## src/rtl/rxen_pkg.sv

```systemverilog
package rxen_pkg;

    localparam int LANES   = 8;
    localparam int CODE_W  = 8;
    localparam int LAT_W   = CODE_W + 1;
    localparam logic [CODE_W-1:0] LAST_CODE = 8'hFE;
    localparam logic [CODE_W-1:0] STOP_CODE = 8'hFF;
    localparam logic [LAT_W-1:0]  LAT_OFS   = 9'h020;

    typedef enum logic [1:0] {
        ST_IDLE,
        ST_SETDLY,
        ST_TEST,
        ST_EVAL
    } sweep_st_t;

    function automatic logic pair_of(input logic round, input logic code_lsb);
        return round ^ code_lsb;
    endfunction

    function automatic logic [LAT_W-1:0] lat_of(input logic [CODE_W-1:0] code);
        return {1'b0, code} + LAT_OFS;
    endfunction

endpackage

```

## src/rtl/rxen_pair_addr.sv

```systemverilog
module rxen_pair_addr #(
    parameter int          ADDR_W   = 32,
    parameter logic [31:0] PAGE_OFS = 32'h0010_0000
) (
    input  logic [ADDR_W-1:0] base_i,
    input  logic              sel_i,
    output logic [ADDR_W-1:0] addr_o
);
    localparam int NPAIR = 2;

    logic [ADDR_W-1:0] pair_addr [NPAIR];

    for (genvar p = 0; p < NPAIR; p++) begin : g_pair
        assign pair_addr[p] = base_i + ADDR_W'(p) * ADDR_W'(PAGE_OFS);
    end

    assign addr_o = pair_addr[sel_i];
endmodule

```

## src/rtl/rxen_lane_tracker.sv

```systemverilog
module rxen_lane_tracker #(
    parameter int LANES  = rxen_pkg::LANES,
    parameter int CODE_W = rxen_pkg::CODE_W
) (
    input  logic                     clk,
    input  logic                     rst,
    input  logic                     clr_i,
    input  logic                     upd_i,
    input  logic [LANES-1:0]         pass_i,
    input  logic [CODE_W-1:0]        code_i,
    output logic [LANES-1:0]         mask_o,
    output logic [LANES*CODE_W-1:0]  dly_o,
    output logic                     all_o
);
    localparam logic [CODE_W-1:0] OFS = CODE_W'(rxen_pkg::LAT_OFS);

    logic [LANES-1:0] seen_q;
    logic [LANES-1:0] seen_d;
    logic [LANES-1:0] fresh;

    // a lane kept from the last step stays; a new pass is captured
    assign seen_d = (seen_q & pass_i) | pass_i;
    assign fresh  = pass_i & ~(seen_q & pass_i);
    assign all_o  = &seen_d;
    assign mask_o = seen_q;

    always_ff @(posedge clk) begin
        if (rst || clr_i)
            seen_q <= '0;
        else if (upd_i)
            seen_q <= seen_d;
    end

    for (genvar g = 0; g < LANES; g++) begin : g_lane
        logic [CODE_W-1:0] cap_q;
        always_ff @(posedge clk) begin
            if (rst)
                cap_q <= '0;
            else if (upd_i && fresh[g])
                cap_q <= code_i + OFS;
        end
        assign dly_o[g*CODE_W +: CODE_W] = cap_q;
    end

    AST_MASK_FROM_STEP: assert property (@(posedge clk) disable iff (rst)
        (upd_i && !clr_i) |=> (mask_o & ~$past(pass_i)) == '0);
endmodule

```

## src/rtl/rxen_sweep_ctrl.sv

```systemverilog
module rxen_sweep_ctrl
    import rxen_pkg::*;
#(
    parameter int          ADDR_W   = 32,
    parameter logic [31:0] PAGE_OFS = 32'h0010_0000
) (
    input  logic                    clk,
    input  logic                    rst,
    input  logic                    start_i,
    input  logic [ADDR_W-1:0]       base_addr_i,
    output logic                    train_mode_o,
    output logic [CODE_W-1:0]       dly_code_o,
    output logic                    dly_wr_o,
    output logic                    test_req_o,
    output logic [ADDR_W-1:0]       test_addr_o,
    output logic                    test_sel_o,
    input  logic                    test_ack_i,
    input  logic [LANES-1:0]        test_pass_i,
    output logic [LANES-1:0]        lane_mask_o,
    output logic [LANES*CODE_W-1:0] lane_dly_o,
    output logic [LAT_W-1:0]        max_lat_o,
    output logic                    done_o,
    output logic                    err_o
);
    sweep_st_t         st_q;
    logic [CODE_W-1:0] code_q;
    logic              round_q;
    logic [LANES-1:0]  acc_q;
    logic              train_q;
    logic              done_q;
    logic              err_q;
    logic [LAT_W-1:0]  lat_q;
    logic              launch;
    logic              all_pass;

    assign launch = (st_q == ST_IDLE) && start_i;

    always_ff @(posedge clk) begin
        if (rst) begin
            st_q    <= ST_IDLE;
            code_q  <= '0;
            round_q <= 1'b0;
            acc_q   <= '1;
            train_q <= 1'b0;
            done_q  <= 1'b0;
            err_q   <= 1'b0;
            lat_q   <= '0;
        end else begin
            case (st_q)
                ST_IDLE: if (start_i) begin
                    code_q  <= '0;
                    round_q <= 1'b0;
                    acc_q   <= '1;
                    train_q <= 1'b1;
                    done_q  <= 1'b0;
                    err_q   <= 1'b0;
                    st_q    <= ST_SETDLY;
                end
                ST_SETDLY: st_q <= ST_TEST;
                ST_TEST: if (test_ack_i) begin
                    acc_q <= acc_q & test_pass_i;
                    if (!round_q) begin
                        round_q <= 1'b1;
                        st_q    <= ST_SETDLY;
                    end else begin
                        st_q    <= ST_EVAL;
                    end
                end
                ST_EVAL: begin
                    if (all_pass) begin
                        train_q <= 1'b0;
                        done_q  <= 1'b1;
                        lat_q   <= lat_of(code_q);
                        st_q    <= ST_IDLE;
                    end else if (code_q == LAST_CODE) begin
                        code_q  <= STOP_CODE;
                        train_q <= 1'b0;
                        done_q  <= 1'b1;
                        err_q   <= 1'b1;
                        lat_q   <= lat_of(STOP_CODE);
                        st_q    <= ST_IDLE;
                    end else begin
                        code_q  <= code_q + 8'd1;
                        round_q <= 1'b0;
                        acc_q   <= '1;
                        st_q    <= ST_SETDLY;
                    end
                end
                default: st_q <= ST_IDLE;
            endcase
        end
    end

    rxen_lane_tracker #(.LANES(LANES), .CODE_W(CODE_W)) u_track (
        .clk    (clk),
        .rst    (rst),
        .clr_i  (launch),
        .upd_i  (st_q == ST_EVAL),
        .pass_i (acc_q),
        .code_i (code_q),
        .mask_o (lane_mask_o),
        .dly_o  (lane_dly_o),
        .all_o  (all_pass)
    );

    rxen_pair_addr #(.ADDR_W(ADDR_W), .PAGE_OFS(PAGE_OFS)) u_addr (
        .base_i (base_addr_i),
        .sel_i  (test_sel_o),
        .addr_o (test_addr_o)
    );

    assign test_sel_o   = pair_of(round_q, code_q[0]);
    assign test_req_o   = (st_q == ST_TEST);
    assign dly_wr_o     = (st_q == ST_SETDLY);
    assign dly_code_o   = code_q;
    assign train_mode_o = train_q;
    assign done_o       = done_q;
    assign err_o        = err_q;
    assign max_lat_o    = lat_q;

    AST_REQ_HOLD: assert property (@(posedge clk) disable iff (rst)
        (test_req_o && !test_ack_i) |=> test_req_o);
    AST_WR_BEFORE_REQ: assert property (@(posedge clk) disable iff (rst)
        $rose(test_req_o) |-> $past(dly_wr_o));
    AST_CODE_STEP: assert property (@(posedge clk) disable iff (rst)
        (train_mode_o && $past(train_mode_o) && dly_code_o != $past(dly_code_o))
        |-> dly_code_o == $past(dly_code_o) + 8'd1);
    AST_ERR_PARK: assert property (@(posedge clk) disable iff (rst)
        err_o |-> (dly_code_o == 8'hFF && max_lat_o == 9'h11F));
    AST_FINAL_LAT: assert property (@(posedge clk) disable iff (rst)
        done_o |-> max_lat_o == {1'b0, dly_code_o} + 9'h020);
    AST_QUIET_DONE: assert property (@(posedge clk) disable iff (rst)
        done_o |-> (!train_mode_o && !test_req_o));
endmodule

```

## config.mk

```make
export PLATFORM = sky130hd
export DESIGN_NAME = rxen_sweep_ctrl
export DESIGN_NICKNAME = d
export VERILOG_FILES = /design/src/rtl/rxen_pkg.sv /design/src/rtl/rxen_pair_addr.sv /design/src/rtl/rxen_lane_tracker.sv /design/src/rtl/rxen_sweep_ctrl.sv
export SDC_FILE = /design/constraint.sdc
export NUM_CORES = 1
export LEC_CHECK = 0
export BUFFER_PORTS_ARGS = -buffer_cell sky130_fd_sc_hd__buf_2
export CAP_MARGIN = 20
export CORE_UTILIZATION = 35
export CTS_BUF_LIST = sky130_fd_sc_hd__clkbuf_4 sky130_fd_sc_hd__clkbuf_8 sky130_fd_sc_hd__clkbuf_16
export DETAILED_ROUTE_END_ITERATION = 10
export GPL_ROUTABILITY_DRIVEN = 0
export SKIP_CTS_REPAIR_TIMING = 1
export SLEW_MARGIN = 20
export SYNTH_ARGS = -nofsm -noshare
export SYNTH_HDL_FRONTEND = slang
export SYNTH_HIERARCHICAL = 1
export SYNTH_SLANG_ARGS = --single-unit
```

## constraint.sdc

```tcl
create_clock -name clk -period 4.1 [get_ports clk]
set_input_delay 0.205 -clock clk [delete_from_list [all_inputs] [get_ports clk]]
set_output_delay 0.205 -clock clk [all_outputs]
set_load 0.02 [all_outputs]
```

Yosys cells after proc, flatten, opt, wreduce, memory -nomap -nowiden

Cells that the tools add are included.

Register bits after elaboration: 103
Input port bits: 44
Output and inout port bits: 127
Logic and storage cells: 94

Add/sub/neg operators: 4
Order comparisons: 1
Equality and inequality tests: 10
Mux-type cells: 34
Bitwise operators: 7
Reductions and logical operators: 21

Operators by type and width:

| kind                                                              | number |
|---|---|
| 32-bit 2-to-1 mux                                                 | 3 |
| 8-bit 2-to-1 mux                                                  | 7 |
| 32-bit by 21-bit adder with 32-bit output (second input constant) | 1 |
| 8-bit AND                                                         | 3 |
| 8-bit case mux with 3 select lines                                | 1 |
| 9-bit 2-to-1 mux                                                  | 2 |
| 8-bit case mux with 2 select lines                                | 1 |
| 1-bit 2-to-1 mux                                                  | 12 |
| 8-bit by 6-bit adder with 9-bit output (second input constant)    | 1 |
| 1-bit logical AND                                                 | 9 |
| 8-bit by 1-bit adder with 8-bit output (second input constant)    | 1 |
| 8-bit by 6-bit adder with 8-bit output (second input constant)    | 1 |
| 8-bit equality test (second input constant)                       | 1 |
| 2-bit inequality test (second input constant)                     | 4 |
| 8-bit NOT                                                         | 1 |
| 8-bit bitwise OR                                                  | 1 |
| 2-bit case mux with 4 select lines                                | 1 |
| 8-bit AND reduction                                               | 1 |
| 2-bit 2-to-1 mux                                                  | 3 |
| 1-bit case mux with 2 select lines                                | 3 |
| 3-bit AND reduction                                               | 2 |
| 5-bit AND reduction                                               | 1 |
| 2-bit equality test (second input constant)                       | 2 |
| 2-bit AND reduction                                               | 2 |
| 12 further kinds                                                  | 13 |

Logic depth before layout (Yosys ltp)

Depth in word-level cells: 5
Gate-level depth with buffers: 8
Gate-level depth less buffers: 5

By module

The synthesis kept the hierarchy.

By module, submodules not included:

| module            | instances | cells an instance | area each (um^2) | seq. area each (um^2) |
|---|---|---|---|---|
| rxen_lane_tracker | 1         | 320               | 2756.4           | 1441.4 |
| rxen_sweep_ctrl   | 1         | 162               | 1481.4           | 620.6 |
| rxen_pair_addr    | 1         | 51                | 392.9            | 0.0 |

Worst setup path before layout

No wires, ideal clock.

Kind: reg2out
Start: register code_q[0], in the netlist dly_code_o[0]
End: output test_addr_o[31]
Arrival time: 2391 ps
Data required time: 3895 ps
Path slack: 1504 ps
Cell stages (with the launch flop): 6
Path buffers: 1
Cells stage by stage: dfxtp_1 clkbuf_1 xor2_1 nand4_2 nor4_4 xor2_1

Longest elaborated chain between the ends: 5

RTL lines:

| item                                                  | RTL line              | source |
|---|---|---|
| start: declaration                                    | rxen_sweep_ctrl.sv:26 | `logic [CODE_W-1:0] code_q;` |
| start signal: assignment                              | rxen_sweep_ctrl.sv:83 | `code_q <= code_q + 8'd1;` |
| 1-bit bitwise XOR                                     | rxen_pkg.sv:18        | `return round ^ code_lsb;` |
| named net test_sel_o                                  | rxen_sweep_ctrl.sv:16 | `output logic test_sel_o,` |
| 1-bit NOT with 2-bit output (not written as such)     | rxen_pair_addr.sv:17  | `assign addr_o = pair_addr[sel_i];` |
| 32-bit 2-to-1 mux (not written as such) (3 in series) | rxen_pair_addr.sv:17  |  |
| end: declaration                                      | rxen_sweep_ctrl.sv:15 | `output logic [ADDR_W-1:0] test_addr_o,` |

The timed path passes the listed nets, and every way through them passes these cells. The select of a mux whose other input is x is not followed.

Worst setup path in the final report

Start: register round_q
End: output test_addr_o[31]

Longest elaborated chain between the ends: 5

RTL lines:

| item                                                  | RTL line              | source |
|---|---|---|
| start: declaration                                    | rxen_sweep_ctrl.sv:27 | `logic round_q;` |
| start signal: assignment                              | rxen_sweep_ctrl.sv:42 | `round_q <= 1'b0;` |
| start signal: assignment                              | rxen_sweep_ctrl.sv:52 | `round_q <= 1'b0;` |
| start signal: assignment                              | rxen_sweep_ctrl.sv:63 | `round_q <= 1'b1;` |
| 1-bit bitwise XOR                                     | rxen_pkg.sv:18        |  |
| 1-bit NOT with 2-bit output (not written as such)     | rxen_pair_addr.sv:17  |  |
| 32-bit 2-to-1 mux (not written as such) (3 in series) | rxen_pair_addr.sv:17  |  |

No other way between the ends. The select of a mux whose other input is x is not followed.

==> flow_metrics.env <==
export IMPL_num_vias=4065
export IMPL_dpl_hpwl_mm=8.895
export IMPL_synth_cell_type_count=62
export IMPL_synthCells=533
export IMPL_final_cell_mix="buf_2, nand2_1, dfxtp_1"
export IMPL_fin_skew_ns=0.006542
export IMPL_layout_commonest_cell="buf_2"
export IMPL_finalNetCount=668
export IMPL_clock_path_buffers=2
export IMPL_num_antenna_cells=0
export IMPL_maxSlewHeadroom_pct=43.78
export IMPL_io_pins=171
export IMPL_cp_data_arrival_time_ns=2.23
export IMPL_routedWlPerCell_um=15.81
export IMPL_antenna_found_initial=0
export IMPL_die_y_um=117.0
export IMPL_synth_main_ff_cell="dfxtp_1"
export IMPL_hp_class="input pin to flip-flop"
export IMPL_maxCapViolCount=0
export IMPL_initial_utilization_pct=36.25
export IMPL_fin_crit_ns=2.437
export IMPL_drive_gt1_share_pct=27.65
export IMPL_core_um2=12770
export IMPL_synthArstFlopShare_pct=0
export IMPL_grt_pass1_wl_mm=19.42
export IMPL_setup_worst_path_end_class="output pin"
export IMPL_die_width_um=117.0
export IMPL_clock_latency_ns=0.34
export IMPL_rsz0062_at_grt="no"
export IMPL_routed_wl_mm=12.55
export IMPL_clock_fmax_mhz=410.3
export IMPL_areaGrowthSynthToFinish_pct=16.81
export IMPL_synth_edf_count=0
export IMPL_nFillCells=1281
export IMPL_grt_pass1_vias=3593
export IMPL_status="finished, final reports clean"
export IMPL_crit_path_start_kind="flip-flop"
export IMPL_dieArea_um2=13690
export IMPL_numCtsBuffers=9
export IMPL_seq_area_frac_synth_pct=44.53
export IMPL_regArea_um2=2062
export IMPL_ant_nets=0
export IMPL_p_leak_uw=0.002240
export IMPL_stdcell_area_um2=5409
export IMPL_totalNegativeSetupSlack_ns=0
export IMPL_drt_iter0_markers=332
export IMPL_post_dp_cell_area_um2=5145
export IMPL_via_per_inst=5.120
export IMPL_root_buffer="clkbuf_16"
export IMPL_cts_tree="built"
export IMPL_cts_sinks=103
export IMPL_grt_use_total_pct=18.82
export IMPL_p_per_area_nw_per_um2=367.0
export IMPL_cp_required_ns=3.89
export IMPL_avgSynthCellArea_um2=8.688
export IMPL_setup_violations=0
export IMPL_utilization_pct=42.35
export IMPL_overflow=0
export IMPL_ir_worst_vdd_mv=0.1876
export IMPL_yosys_register_bits=103
export IMPL_drtPass1Iterations=4
export IMPL_yosysWarnings=6
export IMPL_maxSlewViolCount=0
export IMPL_synth_nets=582
export IMPL_cts_htree_levels=3
export IMPL_multi_input_area_um2=2147
export IMPL_crit_fanout=7
export IMPL_syn_area_um2=4631
export IMPL_period_share_pct=59.45
export IMPL_port_buffers=130
export IMPL_drc=0
export IMPL_hold_viol=0
export IMPL_timing_hold_ws_ns=0.1016
export IMPL_path_class="flip-flop to output pin"
export IMPL_rows=41
export IMPL_grt_max_degree=44
export IMPL_tightestPinTransition_ns=0.8433
export IMPL_path_clk_slew_ns=0.07
## worst paths after layout
check / end / start / cells after the start / slack (ns)
worst max-delay path: test_addr_o[31] / round_q / 5 / 1.66
worst max register to register: acc_q[4] / dly_code_o[1] / 4 / 1.85
worst min register to register: u_track/g_lane[0].cap_q[2] / u_track/g_lane[0].cap_q[2] / 2 / 0.46
worst min-delay path: acc_q[3] / test_pass_i[3] / 3 / 0.10
## kinds of logic after synthesis
| group | Yosys count | synth area share, % |
|---|---|---|
| AO/OA/AOI/OAI | 120 | 16.62 |
| flip-flops | 103 | 44.53 |
| AND/OR/NAND/NOR | 209 | 23.08 |
| adder cells (fa/ha/maj) | 5 | 1.351 |
| XOR/XNOR | 14 | 2.648 |
| multiplexers | 12 | 2.648 |
| buffers and inverters | 70 | 9.133 |
## per-stage QoR
step,worst slack [ns],power (uW),std cells
floorplan,1.504,1207,533
global placement,1.784,1226,780
detailed placement,1.694,1230,780
CTS,1.668,2003,794
global route,1.446,2060,794
finish,1.663,1985,794
## power by group
part	total (uW)	internal, uW	switching [uW]
Clock	778	406	373
Sequential	1040	1010	21.9
Combinational	171	56.9	114
Total	1990	1480	508
## cells in the mapped netlist, drive strengths merged, types with 2 or more instances
cell	instances	area [um^2]
nand2	104	390.4
dfxtp	103	2062
a21oi	59	299.0
buf	44	324.1
nor2	26	102.6
nand3b	18	138.9
nand3	17	85.08
clkbuf	15	57.55
o21ai	13	65.06
inv	11	41.29
mux2i	10	100.1
a211oi	9	77.57
and3b	9	86.34
xor2	9	78.83
nand2b	8	50.05
o31ai	8	60.06
nand4	7	65.06
nor3	6	35.03
a2111oi	5	50.04
ha	5	62.56
o221ai	5	43.79
xnor2	5	43.79
a311oi	3	26.28
a31oi	3	18.77
and3	3	18.77
and4	3	26.28
a311o	2	20.02
a32o	2	20.02
mux2	2	22.52
nor2b	2	12.51
nor4	2	27.53
o22ai	2	12.51
## cell type report
class | count | share of cell area (%)
Timing Repair Buffer | 134 | 12.58
Sequential cell | 103 | 38.12
Tap cell | 172 | 3.979
Multi-Input combinational cell | 360 | 39.69
Inverter | 11 | 0.7634
Clock buffer | 9 | 4.164
Clock inverter | 5 | 0.6940
## registers in the layout (all words and copies together) (netlist names)
name                  count
err_o                     1
train_mode_o              1
dly_code_o                8
acc_q                     8
u_track/g_lane.cap_q     64
st_q                      2
done_o                    1
max_lat_o                 9
round_q                   1
u_track/mask_o            8
## routing by layer
layer / part of all wire (%) / vias up / global-route usage [%]
li1: - / 2009 / -
met1: 45 / 1889 / 25.01
met2: 47 / 143 / 29.74
met3: 6.4 / 24 / 4.119
met4: 2.0 / 0 / 7.511
met5: 0 / - / 0
## critical path: stages, from the launching register on
cell	delay, ns
dfxtp_1	0.43
xor2_1	0.46
nand4_2	0.33
nor4_4	0.29
xor2_1	0.18
buf_2	0.19
No activity file was read; power rests on OpenSTA's default activity.
